<file path="config.mk">
export PLATFORM = sky130hd
export DESIGN_NAME = exc_source
export DESIGN_NICKNAME = d
export VERILOG_FILES = /design/src/rtl/exc_pkg.sv /design/src/rtl/exc_lfsr.sv /design/src/rtl/exc_pulse.sv /design/src/rtl/exc_source.sv
export SDC_FILE = /design/constraint.sdc
export NUM_CORES = 1
export LEC_CHECK = 0
export CORE_MARGIN = 2
export CORE_UTILIZATION = 40
export DETAILED_ROUTE_END_ITERATION = 16
export PLACE_DENSITY = 0.63
export SLEW_MARGIN = 20
export SYNTH_ARGS = -nofsm -noshare
export SYNTH_HDL_FRONTEND = slang
export SYNTH_SLANG_ARGS = --single-unit
</file>
<file path="constraint.sdc">
create_clock -name clk -period 2.8 [get_ports clk]
set_input_delay 0.84 -clock clk [delete_from_list [all_inputs] [get_ports clk]]
set_output_delay 0.84 -clock clk [all_outputs]
set_load 0.005 [all_outputs]
</file>
<file path="src/rtl/exc_pkg.sv">
package exc_pkg;

  typedef enum logic {
    SRC_PULSE = 1'b0,
    SRC_NOISE = 1'b1
  } src_e;

  localparam int LFSR_W = 17;

  // one step of the x^17 + x^14 + 1 recurrence
  function automatic logic [LFSR_W-1:0] lfsr_step(input logic [LFSR_W-1:0] s);
    return {s[LFSR_W-2:0], s[16] ^ s[13]};
  endfunction

endpackage

</file>
<file path="src/rtl/exc_lfsr.sv">
module exc_lfsr
  import exc_pkg::*;
#(
  parameter logic [LFSR_W-1:0] SEED = 17'h0ACE1
) (
  input  logic clk,
  input  logic rst,
  input  logic tick,
  output logic bit_out
);

  logic [LFSR_W-1:0] state;

  always_ff @(posedge clk) begin
    if (rst)       state <= SEED;
    else if (tick) state <= lfsr_step(state);
  end

  assign bit_out = state[LFSR_W-1];

  // the register must never reach the all-zero lock-up state
  assert_lfsr_nonzero_R3: assert property (@(posedge clk) disable iff (rst)
    state != '0);

  // no advance without a tick
  assert_lfsr_hold_R3: assert property (@(posedge clk) disable iff (rst)
    !tick |=> $stable(state));

endmodule

</file>
<file path="src/rtl/exc_pulse.sv">
module exc_pulse #(
  parameter int PER_W = 8
) (
  input  logic             clk,
  input  logic             rst,
  input  logic             tick,
  input  logic [PER_W-1:0] period_in,
  input  logic [PER_W-1:0] dur_in,
  output logic             level
);

  localparam logic [PER_W-1:0] ONE = PER_W'(1);

  logic [PER_W-1:0] cnt;
  logic [PER_W-1:0] act_per;
  logic [PER_W-1:0] act_dur;
  logic             wrap;

  assign wrap = (act_per == '0) || (cnt == act_per - ONE);

  always_ff @(posedge clk) begin
    if (rst) begin
      cnt     <= '0;
      act_per <= '0;
      act_dur <= '0;
    end else if (tick) begin
      if (wrap) begin
        cnt     <= '0;
        act_per <= period_in;
        act_dur <= dur_in;
      end else begin
        cnt <= cnt + ONE;
      end
    end
  end

  assign level = (act_per != '0) && (cnt < act_dur);

  // the count stays inside the active period
  assert_cnt_in_range_R5: assert property (@(posedge clk) disable iff (rst)
    (act_per != '0) |-> (cnt < act_per));

  // settings held until the wrap
  assert_hold_settings_R7: assert property (@(posedge clk) disable iff (rst)
    (tick && !wrap) |=> ($stable(act_per) && $stable(act_dur)));

  // pulse off means a zero level
  assert_off_zero_R8: assert property (@(posedge clk) disable iff (rst)
    (act_per == '0) |-> !level);

endmodule

</file>
<file path="src/rtl/exc_source.sv">
module exc_source
  import exc_pkg::*;
#(
  parameter int                 PER_W     = 8,
  parameter int                 SAMPLE_W  = 16,
  parameter int                 AMP       = 16384,
  parameter logic [LFSR_W-1:0]  LFSR_SEED = 17'h0ACE1
) (
  input  logic                clk,
  input  logic                rst,
  input  logic                tick,
  input  logic                noise_sel,
  input  logic [PER_W-1:0]    period,
  input  logic [PER_W-1:0]    duration,
  output logic [SAMPLE_W-1:0] sample_out
);

  localparam logic [SAMPLE_W-1:0] POS_LVL = SAMPLE_W'(AMP);
  localparam logic [SAMPLE_W-1:0] NEG_LVL = SAMPLE_W'(-AMP);

  logic noise_bit;
  logic pulse_lvl;
  src_e src;

  assign src = src_e'(noise_sel);

  exc_lfsr #(.SEED(LFSR_SEED)) u_lfsr (
    .clk     (clk),
    .rst     (rst),
    .tick    (tick),
    .bit_out (noise_bit)
  );

  exc_pulse #(.PER_W(PER_W)) u_pulse (
    .clk       (clk),
    .rst       (rst),
    .tick      (tick),
    .period_in (period),
    .dur_in    (duration),
    .level     (pulse_lvl)
  );

  always_ff @(posedge clk) begin
    if (rst) begin
      sample_out <= '0;
    end else if (tick) begin
      if (src == SRC_NOISE) sample_out <= noise_bit ? POS_LVL : NEG_LVL;
      else                  sample_out <= pulse_lvl ? POS_LVL : '0;
    end
  end

  // output held between ticks
  assert_hold_out_R2: assert property (@(posedge clk) disable iff (rst)
    !tick |=> $stable(sample_out));

  // noise samples are always one of the two levels
  assert_noise_level_R4: assert property (@(posedge clk) disable iff (rst)
    (tick && noise_sel) |=> (sample_out == POS_LVL || sample_out == NEG_LVL));

  // pulse samples are either zero or the positive level
  assert_pulse_level_R5: assert property (@(posedge clk) disable iff (rst)
    (tick && !noise_sel) |=> (sample_out == POS_LVL || sample_out == '0));

endmodule

</file>
==> run summary <==
CP startpoint kind - flip-flop
DRT antenna net count - 0
Max-Cap Viols - 0
Period minus WS final - 2400 ps
Clock root buffer - clkbuf_8
Pwr per Cell Area - 766 nW/µm²
EDFF count, synth - 0
Status - completed
Main synth FF type - dfxtp_1
Total grt overflow - 0
Die area - 6430 µm²
Post-Syn Instances - 248
Clock Sinks - 43
RePlAce Congestion - 0.778
RSZ-0062 raised after global routing - false
Syn_area_per_cell - 9.36 µm²
Pwr Total - 2.01 mW
Largest net degree at the start of global routing - 60
Via density - 4.73
Detailed-route via count - 1,593
Worst-path clk slew - 80 ps
Adder-Cell Fraction of Synth Area - 4.85%
Leakage - 1.05 nW
Cells along the critical path - inv_1 > ha_1 > o21ba_2 > a221oi_1 > a41o_1 > nand4_2 > a21boi_4 > buf_12 > mux2i_1
Core area - 5540 µm²
Final HPWL DP - 2680 µm
Setup_tns - 0 ps
VDD IR-drop max - 329 µV
Data arrival, critical path - 2620 ps
Die Y - 80.2 µm
Slowest Stage Delay on Critical Path - 460 ps
Synth Cell Area - 2320 µm²
First-pass GRT wire length - 7130 µm
Vias in the first global route - 1,555
Ys async rst share - 0%
ANT cells - 0
Initial antenna violation count - 0
Setup ws final - 400 ps
H-tree depth - 2
Synth cell types - 39
Worst slack at placement - 429 ps
Final period util - 85.7%
Post-synthesis register bit count - 43
Final Net Count - 293
# DRC - 0
Setup Buffers After CTS - 0
Placed cells - 329
Wire per inst - 11.6 µm
Worst hold path class - flip-flop to flip-flop
Fin cells - 337
Crit end category - flip-flop
Reg2reg setup slack - 400 ps
Ratio of cells with drive above 1 in the final layout - 7.17%
Final Setup Violations - 0
Final WL - 3900 µm
Worst Path Required - 3020 ps
Syn-to-layout area delta - 13.2%
GRT Total Usage - 14.0%
Worst hold stages - 1
Fillcell total - 553
Hold EP - u_lfsr.state[11]$_SDFFE_PP1P_
Rows - 27
Register area share after synthesis - 37.1%
Synth Area in Compound Gates - 9.43%
Synth warnings - 0
F_max - 0.417 GHz
Clock Latency Late Sink - 290 ps
Slowest CP cell - dfxtp_1
Synth Area in XOR/XNOR - 6.41%
Reg2reg end - u_pulse.act_dur[2]$_SDFFE_PP0P_
Max clock buf depth - 2
R2r startpoint - u_pulse.act_per[0]$_SDFFE_PP0P_
CTS tree - done
IO Count - 36
Clk_skew - 2.87 ps
FF-to-FF path depth - 9
Largest family of logic cells by synthesized area - simple AND/OR/NAND/NOR gates
Final-report max-slew violation count - 0
HP Start - u_lfsr.state[10]$_SDFFE_PP1P_
Cts hold-fix bufs - 0
Initial core utilization - 41.9%
Post-synthesis simple-gate area fraction - 22.4%
Post_cts resized - 0
Critical path type - flip-flop to flip-flop
Port bufs - 21
Final hold vios - 0
Die X - 80.2 µm
Router iterations before antenna repair - 4
Number of buffers created by CTS - 5
Top fanout value on the critical path - 21
Multiplexer share of the synthesized area - 10.8%
Initial drt markers - 49
-- stage by stage --
| stage | hold slack (ps) | util (%) | instance area [µm²] |
|---|---|---|---|
| finish | 459 | 47.4 | 2630 |
| global route | 479 | 47.4 | 2630 |
| CTS | 464 | 47.4 | 2630 |
| detailed placement | 444 | 45.9 | 2540 |
| global placement | 444 | 45.9 | 2540 |
| floorplan | 431 | - | 2370 |
-- placed cells by master (no fill, tap or decap), types with 2 or more instances in the layout --
cell type        netlist  final
a21oi_1                8      8
a21o_1                 3      3
buf_12                 0      2
ha_1                   9      9
nor3_1                 7      7
conb_1                 1     14
clkbuf_8               0      5
nor2b_1                8      8
a211o_1                7      7
nand3_1                3      3
clkdlybuf4s50_1        0     21
nor2_1                17     17
xnor2_1               11     11
dfxtp_1               43     43
inv_1                  9      9
xor2_1                 6      6
clkinv_2               0      3
nand2b_1              37     37
nand2_1                6      6
nand4_1                3      3
mux2i_1               25     25
-- how the worst max path moves through the flow --
stage | from | end | depth (start not counted)
after CTS | u_pulse.act_per[0]$_SDFFE_PP0P_ | u_pulse.act_dur[2]$_SDFFE_PP0P_ | 9
final | u_pulse.act_per[0]$_SDFFE_PP0P_ | u_pulse.act_dur[2]$_SDFFE_PP0P_ | 9
after detailed placement | u_pulse.act_per[0]$_SDFFE_PP0P_ | u_pulse.act_dur[2]$_SDFFE_PP0P_ | 9
after floorplan | u_pulse.act_per[0]$_SDFFE_PP0P_ | u_pulse.act_dur[0]$_SDFFE_PP0P_ | 10
after global placement | tick | u_lfsr.state[0]$_SDFFE_PP1P_ | 4
after global routing | u_pulse.act_per[0]$_SDFFE_PP0P_ | u_pulse.act_dur[7]$_SDFFE_PP0P_ | 9
-- state kept, by name, summed over array words and instances, names as in the netlist --
signal and cells:
sample_out 2, u_lfsr.state 17, u_pulse.act_dur 8, u_pulse.act_per 8
u_pulse.cnt 8
-- synth_stat cells, types with 8 or more instances --
library cell / instances / area share, %
buf_4: 14 / 4.5
clkbuf_1: 10 / 1.6
a21oi_1: 8 / 1.7
mux2i_1: 25 / 11
dfxtp_1: 43 / 37
inv_1: 9 / 1.5
ha_1: 9 / 4.8
xnor2_1: 11 / 4.1
nor2b_1: 8 / 2.2
nor2_1: 17 / 2.7
nand2b_1: 37 / 10
-- where the power goes --
group	total [mW]	switching, mW	internal (mW)
logic	0.814	0.388	0.426
registers	0.824	0.107	0.717
clock network	0.375	0.205	0.171
total	2.01	0.700	1.31
-- metal layers --
metal  track usage (%)  share of wire (%)  vias to the layer above
li1                  -                  -                      837
met2              22.3                 45                       24
met4              5.76                1.1                        0
met5                 0                  0                        -
met1              18.3                 50                      728
met3              3.15                3.0                        4
-- area by class of cell --
cell class / instances / area, µm² / area share, %
timing repair buffer: 24 / 258 / 9.80
sequential: 43 / 861 / 32.7
inverter: 9 / 33.8 / 1.29
tap: 72 / 90.1 / 3.43
multi-input combinational: 181 / 1300 / 49.5
clock inverter: 3 / 15.0 / 0.571
clock buffer: 5 / 68.8 / 2.62
-- critical path: cells and delay by family (launching register included) --
kind,cells,cell delay (ps)
buf+inv,2,270
simple gates,1,190
fa+ha+maj,1,300
flops,1,460
compound gates,4,910
mux,1,200
-- logic make-up after synthesis --
kind of cell               count (synthesis)
buffers and inverters                     37
other                                      1
adders and majority gates                  9
xor gates and xnor gates                  17
AOI/OAI and AO/OA                         27
muxes                                     25
and+or+nand+nor                           89
DFF                                       43
Power figures use the tool's default switching activity.
